[config.mk]
export PLATFORM = sky130hd
export DESIGN_NAME = irq_vector_seq
export DESIGN_NICKNAME = d
export VERILOG_FILES = /design/src/rtl/irq_vec_pkg.sv /design/src/rtl/ack_phase_ctrl.sv /design/src/rtl/isr_track.sv /design/src/rtl/vec_byte_mux.sv /design/src/rtl/irq_vector_seq.sv
export SDC_FILE = /design/constraint.sdc
export NUM_CORES = 1
export LEC_CHECK = 0
export BUFFER_PORTS_ARGS = -buffer_cell sky130_fd_sc_hd__buf_2
export CAP_MARGIN = 25
export CORE_MARGIN = 2
export CORE_UTILIZATION = 45
export DETAILED_ROUTE_END_ITERATION = 10
export PLACE_DENSITY = 0.73
export SLEW_MARGIN = 20
export SYNTH_ARGS = -nofsm -noshare
export SYNTH_HDL_FRONTEND = slang
export SYNTH_HIERARCHICAL = 1
export SYNTH_SLANG_ARGS = --single-unit
[constraint.sdc]
create_clock -name clk_i -period 1.7 [get_ports clk_i]
set_input_delay 0.17 -clock clk_i [delete_from_list [all_inputs] [get_ports clk_i]]
set_output_delay 0.17 -clock clk_i [all_outputs]
set_load 0.02 [all_outputs]
[src/rtl/irq_vec_pkg.sv]
package irq_vec_pkg;
  typedef enum logic [1:0] {
    PH_IDLE = 2'd0,
    PH_B1   = 2'd1,
    PH_B2   = 2'd2,
    PH_B3   = 2'd3
  } ack_phase_e;

  localparam logic [7:0] CALL_OP = 8'hCD;
endpackage

[src/rtl/ack_phase_ctrl.sv]
module ack_phase_ctrl
  import irq_vec_pkg::*;
(
  input  logic       clk_i,
  input  logic       rst_ni,
  input  logic       ack_ni,
  output logic       ack_q_o,
  output logic       first_o,
  output logic       last_end_o,
  output ack_phase_e phase_o
);
  logic       ack_q;
  logic       fall, rise;
  ack_phase_e phase_q, phase_d;

  assign fall = ack_q & ~ack_ni;
  assign rise = ~ack_q & ack_ni;

  always_comb begin
    phase_d = phase_q;
    if (fall) begin
      unique case (phase_q)
        PH_IDLE: phase_d = PH_B1;
        PH_B1:   phase_d = PH_B2;
        PH_B2:   phase_d = PH_B3;
        default: phase_d = PH_B3;
      endcase
    end else if (rise && phase_q == PH_B3) begin
      phase_d = PH_IDLE;
    end
  end

  always_ff @(posedge clk_i or negedge rst_ni) begin
    if (!rst_ni) begin
      ack_q   <= 1'b1;
      phase_q <= PH_IDLE;
    end else begin
      ack_q   <= ack_ni;
      phase_q <= phase_d;
    end
  end

  assign ack_q_o    = ack_q;
  assign first_o    = fall && (phase_q == PH_IDLE);
  assign last_end_o = rise && (phase_q == PH_B3);
  assign phase_o    = phase_q;
endmodule

[src/rtl/isr_track.sv]
module isr_track #(
  parameter int NUM_LVL = 8,
  localparam int LVL_W  = $clog2(NUM_LVL)
) (
  input  logic               clk_i,
  input  logic               rst_ni,
  input  logic               set_i,
  input  logic [LVL_W-1:0]   set_lvl_i,
  input  logic               auto_clr_i,
  input  logic [LVL_W-1:0]   clr_lvl_i,
  input  logic               eoi_i,
  output logic [NUM_LVL-1:0] isr_o
);
  logic [NUM_LVL-1:0] isr_q, set_mask, auto_mask, eoi_mask, low_bit;

  // lowest set bit = highest priority
  assign low_bit   = isr_q & (~isr_q + NUM_LVL'(1));
  assign eoi_mask  = eoi_i ? low_bit : '0;
  assign set_mask  = set_i ? (NUM_LVL'(1) << set_lvl_i) : '0;
  assign auto_mask = auto_clr_i ? (NUM_LVL'(1) << clr_lvl_i) : '0;

  always_ff @(posedge clk_i or negedge rst_ni) begin
    if (!rst_ni) isr_q <= '0;
    else         isr_q <= (isr_q & ~eoi_mask & ~auto_mask) | set_mask;
  end

  assign isr_o = isr_q;
endmodule

[src/rtl/vec_byte_mux.sv]
module vec_byte_mux
  import irq_vec_pkg::*;
#(
  parameter int ADDR_W = 16,
  parameter int LVL_W  = 3
) (
  input  ack_phase_e        phase_i,
  input  logic              drive_i,
  input  logic [LVL_W-1:0]  lvl_i,
  input  logic [ADDR_W-1:0] base_i,
  input  logic              iv8_i,
  output logic [7:0]        data_o
);
  logic [7:0] low_iv4, low_iv8, sel;

  assign low_iv4 = {base_i[7:5], lvl_i, 2'b00};
  assign low_iv8 = {base_i[7:6], lvl_i, 3'b000};

  always_comb begin
    unique case (phase_i)
      PH_B1:   sel = CALL_OP;
      PH_B2:   sel = iv8_i ? low_iv8 : low_iv4;
      PH_B3:   sel = base_i[15:8];
      default: sel = 8'h00;
    endcase
  end

  assign data_o = drive_i ? sel : 8'h00;
endmodule

[src/rtl/irq_vector_seq.sv]
module irq_vector_seq
  import irq_vec_pkg::*;
#(
  parameter int NUM_LVL = 8,
  parameter int ADDR_W  = 16,
  localparam int LVL_W  = $clog2(NUM_LVL)
) (
  input  logic               clk_i,
  input  logic               rst_ni,
  input  logic               ack_ni,
  input  logic               cfg_we_i,
  input  logic [ADDR_W-1:0]  cfg_base_i,
  input  logic               cfg_iv8_i,
  input  logic               cfg_aeoi_i,
  input  logic               req_valid_i,
  input  logic [LVL_W-1:0]   req_level_i,
  input  logic               eoi_i,
  output logic [7:0]         data_o,
  output logic               data_oe_o,
  output logic [NUM_LVL-1:0] isr_o,
  output logic [NUM_LVL-1:0] req_clr_o
);
  logic [ADDR_W-1:0]  base_q;
  logic               iv8_q, aeoi_q;
  logic [LVL_W-1:0]   lvl_q, lvl_pick;
  logic [NUM_LVL-1:0] req_clr_q;
  logic               ack_q, first, last_end;
  ack_phase_e         phase;

  ack_phase_ctrl u_phase (
    .clk_i      (clk_i),
    .rst_ni     (rst_ni),
    .ack_ni     (ack_ni),
    .ack_q_o    (ack_q),
    .first_o    (first),
    .last_end_o (last_end),
    .phase_o    (phase)
  );

  // vanished request falls back to the lowest-priority level
  assign lvl_pick = req_valid_i ? req_level_i : LVL_W'(NUM_LVL - 1);

  always_ff @(posedge clk_i or negedge rst_ni) begin
    if (!rst_ni) begin
      base_q    <= '0;
      iv8_q     <= 1'b0;
      aeoi_q    <= 1'b0;
      lvl_q     <= '0;
      req_clr_q <= '0;
    end else begin
      if (cfg_we_i) begin
        base_q <= cfg_base_i;
        iv8_q  <= cfg_iv8_i;
        aeoi_q <= cfg_aeoi_i;
      end
      if (first) lvl_q <= lvl_pick;
      req_clr_q <= (first && req_valid_i) ? (NUM_LVL'(1) << req_level_i) : '0;
    end
  end

  isr_track #(.NUM_LVL(NUM_LVL)) u_isr (
    .clk_i      (clk_i),
    .rst_ni     (rst_ni),
    .set_i      (first),
    .set_lvl_i  (lvl_pick),
    .auto_clr_i (last_end && aeoi_q),
    .clr_lvl_i  (lvl_q),
    .eoi_i      (eoi_i),
    .isr_o      (isr_o)
  );

  assign data_oe_o = ~ack_q && (phase != PH_IDLE);

  vec_byte_mux #(.ADDR_W(ADDR_W), .LVL_W(LVL_W)) u_mux (
    .phase_i (phase),
    .drive_i (data_oe_o),
    .lvl_i   (lvl_q),
    .base_i  (base_q),
    .iv8_i   (iv8_q),
    .data_o  (data_o)
  );

  assign req_clr_o = req_clr_q;
endmodule

==> impl_metrics.json, run 1 <==
{
  "startpoint_type": "flip-flop",
  "p_leak_uw": 0.00105,
  "arrival_ns": 1.82,
  "critical_path.top_delay_family": "simple AND/OR/NAND/NOR gates",
  "hold_viol": 0,
  "hpwl_mm": 2.52,
  "finalPower_uw": 2280,
  "cts_made_buffers": 5,
  "vias_per_cell": 5.39,
  "p_sw_share_pct": 29.1,
  "endpoint": "u_isr/isr_o[1]",
  "drive_gt1_share_pct": 42.5,
  "r2r_slack_ns": 0.03,
  "grt_usage_pct": 18.3,
  "critPathKind": "reg2reg",
  "holdWs_ns": 0.0161,
  "slowest_stage": "dfrtp_1",
  "initial_core_util_pct": 46.2,
  "reg2reg_depth": 6,
  "cp_num_buf_inv": 0,
  "grt_pass1_wl_mm": 5.86,
  "syn_area_sq_um": 1680,
  "clockBufferDepth": 2,
  "grt_pass1_vias": 1334,
  "r2r_end": "u_isr/isr_o[1]",
  "p_seq_share_pct": 44.6,
  "slew_viol_final": 0,
  "drtIter0Drc": 91,
  "fillCellCount": 332,
  "cp-startpoint": "u_phase/phase_o[0]",
  "ant_nets": 0,
  "nNetsFinal": 226,
  "port_buffers": 46,
  "max-slew-margin-rel_pct": 48.3,
  "rsz0062_at_grt": "true",
  "fin_ws_ns": 0.0307,
  "switchingPower_uw": 662,
  "die_x_microns": 65.1,
  "syn_to_final_growth_pct": 25.7,
  "die-height_microns": 65.1,
  "top_level_ports": 52,
  "yosysWarnings": 6,
  "crit_required_ns": 1.85,
  "drv_cap": 0,
  "core_sq_um": 3630,
  "hold_class": "in2reg",
  "place_ws_ns": 0.0580,
  "power_density_nw_per_um2": 1080,
  "fin_crit_sh_pct": 98.2,
  "finClkSkew_ns": 0.00550,
  "avgRoutedWirePerCell_microns": 14.2,
  "path_cells": "nor2b_1 > and3_2 > and2_1 > nand2b_1 > o311ai_0 > o21ai_0",
  "period_minus_slack_ns": 1.67,
  "cts-root-buf": "clkbuf_8",
  "drc_errors": 0,
  "clkLatencyLatePin_ns": 0.29,
  "worst_slew_pin_slew_ns": 0.776,
  "grt_antenna_before_repair": 0,
  "internal_power_uw": 1620,
  "critical_path_depth": 6,
  "tritoncts": "yes",
  "cp-end-kind": "flip-flop",
  "via_count": 1336,
  "h-tree-depth": 2,
  "syn_area_per_cell_sq_um": 11.7,
  "clock_power_share_pct": 33.6,
  "cts.sinks": 35,
  "diodes": 0,
  "dieArea_sq_um": 4240,
  "wl_met2_mm": 1.77,
  "rows": 22,
  "syn_nets": 171,
  "crit_fanout": 4,
  "syn-instance-count": 144,
  "gp_congestion": 0.829,
  "peakVddDrop_v": 0.000714,
  "r2r_start": "u_phase/phase_o[0]",
  "fin_tns_setup_ns": 0,
  "drt_first_pass_iters": 4,
  "grt_overflow": 0,
  "cpPeakStageDelay_ns": 0.40,
  "wl_mm": 3.52,
  "outcome": "complete, no violations",
  "grt_max_degree": 36,
  "fmax_mhz": 599,
  "wl_met1_mm": 1.51,
  "fin_util_pct": 58.1,
  "setup_viol": 0,
  "combPwrFrac_pct": 21.8,
  "routed-wl-met3_microns": 211,
  "cts.clk_slew.worst_paths_ns": 0.07,
  "highest_layer": "met4"
}
## metrics by stage
stage,instances,instance area (sq um)
final,248,2110
after detailed placement,237,1960
after floorplan,144,1700
after global placement,237,1960
after CTS,246,2100
after global routing,248,2110
## cell usage in the layout (no fill, tap or decap), types with 2 or more instances in the layout
cell type  count
buf_2         46
dfrtp_1       34
nand2b_1      11
nand2_1        9
mux2_4         9
nor3_1         8
inv_1          8
nor2_1         8
mux2_2         6
clkbuf_8       6
buf_4          5
o21ai_0        5
o22ai_1        5
a21oi_1        4
o311ai_0       3
o21ai_1        2
o31ai_1        2
a311oi_2       2
mux2_1         2
o2111a_1       2
nor2b_1        2
## flip-flops by register name, indices dropped and copies added, names as in the netlist
signal / cells
u_phase/phase_o: 2
aeoi_q: 1
u_isr/isr_o: 8
iv8_q: 1
req_clr_o: 8
base_q: 11
u_phase/ack_q_o: 1
lvl_q: 3
## cell type report
| class | count | area [sq um] | share of cell area, % |
|---|---|---|---|
| clock inverters | 2 | 35.0 | 1.66 |
| clock buffers | 6 | 82.6 | 3.91 |
| flip-flops and latches | 35 | 877 | 41.5 |
| multi-input cells | 97 | 749 | 35.5 |
| inverters | 8 | 30.0 | 1.42 |
| repair buffers | 52 | 278 | 13.2 |
| well taps | 48 | 60.1 | 2.84 |
## power by group through the flow
stage	Clock, uW	Combinational (uW)	Sequential [uW]
after global routing	824	537	1040
after CTS	788	487	1020
after global placement	0	468	1020
after floorplan	0	339	1010
final	765	497	1020
after detailed placement	0	480	1030
## metal layers
metal / track usage, % / vias to the layer above
met3: 6.34 / 4
met2: 30.2 / 45
met5: 0 / -
li1: - / 633
met1: 22.2 / 654
met4: 6.77 / 0
## timing repair
item	CTS	global route
pin swaps	0	1
endpoints found under the setup margin	2	6
resized for setup	1	0
hold endpoints to repair	34	0
buffers inserted	0	2
hold buffers	1	0
## worst min path at each step
stage | from | to | slack [ns] | cells past startpoint
6_report | ack_ni | u_phase/ack_q_o | 0.02 | 1
5_1_grt | ack_ni | u_phase/ack_q_o | 0.01 | 1
4_1_cts | ack_ni | u_phase/ack_q_o | 0.006 | 1
3_5_place_dp | rst_ni | u_isr/isr_o[5] | 0.29 | 1
3_3_place_gp | rst_ni | u_isr/isr_o[5] | 0.28 | 1
2_1_floorplan | rst_ni | aeoi_q | -0.13 | 0
No activity file was read; power rests on OpenSTA's default activity.
==> run 2, diff against run 1 <==
Settings changed: ABC_AREA set to 1, PLACE_DENSITY 0.73 to 0.72.
==> run 2 against run 1 <==
Register-to-register slack better by 0.14 ns. Sequential power hardly changed. Utilization decreased by 0.94 points. Highest routed layer unchanged. Clock skew is 0.00068 ns higher. Die area grew 8.5%. Clock-buffer cell count down 1. Synthesized area up 9.1%. Final cell count rose by 41%. Global-route usage grew 0.32 points.
==> impl_metrics.json, run 2 <==
{
  "largest_register_ffs": 11,
  "slowest_stage": "dfrtp_1",
  "slew_viol_final": 0,
  "via_count": 1637,
  "grt_pass1_vias": 1528,
  "drc_errors": 0,
  "cts.sinks": 35,
  "power_density_nw_per_um2": 1010,
  "clkLatencyLatePin_ns": 0.29,
  "wl_mm": 3.88,
  "p_leak_uw": 0.00130,
  "h-tree-depth": 2,
  "max-slew-margin-rel_pct": 46.9,
  "setup_viol": 0,
  "diodes": 0,
  "cp_num_buf_inv": 3,
  "tritoncts": "yes",
  "drv_cap": 0,
  "avgRoutedWirePerCell_microns": 11.1,
  "cts_made_buffers": 5,
  "syn_nets": 267,
  "cpPeakStageDelay_ns": 0.37,
  "outcome": "complete, no violations",
  "grt_antenna_before_repair": 0,
  "cpMostUsedCell": "buf_4",
  "ant_nets": 0,
  "clockBufferDepth": 2,
  "drtIter0Drc": 86,
  "nNetsFinal": 325,
  "port_buffers": 46,
  "most-common-layout-cells": "nand2_1 (72), buf_2 (42), inv_1 (38)",
  "dp.cells": 335,
  "cp-end-kind": "output pin",
  "syn_area_per_cell_sq_um": 7.64,
  "drive_gt1_share_pct": 29.8,
  "fin_crit_sh_pct": 97.2,
  "die_x_microns": 67.8,
  "syn_area_sq_um": 1830,
  "top_level_ports": 52,
  "grt_overflow": 0,
  "core_sq_um": 3970,
  "hold_class": "in2reg",
  "critical_path.top_delay_family": "buffers and inverters",
  "crit_required_ns": 1.53,
  "dieArea_sq_um": 4600,
  "cts-root-buf": "clkbuf_8",
  "path_cells": "buf_4 > buf_4 > nand2_2 > nand2_2 > o21ai_1 > nor2_1 > buf_4",
  "fmax_mhz": 605,
  "crit_fanout": 9,
  "yosysWarnings": 6,
  "final_common_cell": "nand2_1",
  "fin_tns_setup_ns": 0,
  "peakVddDrop_v": 0.000416,
  "initial_core_util_pct": 46.2,
  "finClkSkew_ns": 0.00618,
  "period_minus_slack_ns": 1.65,
  "rows": 23,
  "hpwl_mm": 2.75,
  "finalPower_uw": 2290,
  "grt_usage_pct": 18.6,
  "fin_util_pct": 57.2,
  "largest-register": "base_q",
  "die-height_microns": 67.8,
  "gp_congestion": 0.824,
  "critPathKind": "reg2out",
  "final_cells": 349,
  "cts.clk_slew.worst_paths_ns": 0.07,
  "arrival_ns": 1.48,
  "vias_per_cell": 4.69,
  "rsz0062_at_grt": "true",
  "hold_viol": 0,
  "syn_to_final_growth_pct": 23.9,
  "grt_pass1_wl_mm": 6.38,
  "startpoint_type": "flip-flop",
  "syn-instance-count": 240,
  "grt_max_degree": 36,
  "drt_first_pass_iters": 4,
  "worst_slew_pin_slew_ns": 0.796
}
## run 2: worst paths after layout
path | start | endpoint | slack (ns) | depth (start not counted)
worst max-delay path | u_phase/phase_o[1] | data_o[6] | 0.05 | 7
worst min-delay path | cfg_base_i[13] | base_q[13] | 0.09 | 3
worst max register to register | u_phase/ack_q_o | req_clr_o[3] | 0.17 | 6
worst min register to register | base_q[13] | base_q[13] | 0.51 | 2
max in group asynchronous | rst_ni | u_phase/phase_o[0] | 0.64 | 2
min in group asynchronous | rst_ni | u_isr/isr_o[1] | 0.49 | 2
## run 2: layer usage
metal	wire length (microns)	vias up	global-route usage, %
met5	0	-	0
met4	57	0	6.50
met3	178	8	5.10
met2	1910	38	33.0
met1	1730	747	21.5
li1	-	844	-
## run 2: timing repair
item,4_1_cts,5_1_grt
pin swaps,1,0
hold buffers,2,0
setup endpoints to repair,6,7
setup buffers,4,0
hold endpoints to repair,35,0
resized for setup,3,9
## run 2: tightest hold or removal path, cell delays in order
cell	delay [ns]
buf_2	0.07
nand2_1	0.05
o21ai_2	0.05
## run 2: final cells by class
type                            instances  area [sq um]
Timing Repair Buffer                   55           313
Inverter                               42           158
Multi-Input combinational cell        159           771
Sequential cell                        35           878
Tap cell                               50          62.6
Clock inverter                          3          20.0
Clock buffer                            5          68.8
Fill cell                             356          1700
## run 2: stage by stage
step	hold WS, ns	setup WS (ns)	cell area [sq um]
6_report	0.0866	0.0475	2270
4_1_cts	0.0790	0.0248	2240
2_1_floorplan	-0.126	0.0497	1840
3_3_place_gp	0.286	0.177	2090
3_5_place_dp	0.292	0.151	2090
5_1_grt	0.0883	-0.0509	2270
## run 2: power breakdown
part	switching (uW)	internal (uW)
logic	408	257
clock network	320	285
registers	101	915
total	830	1460
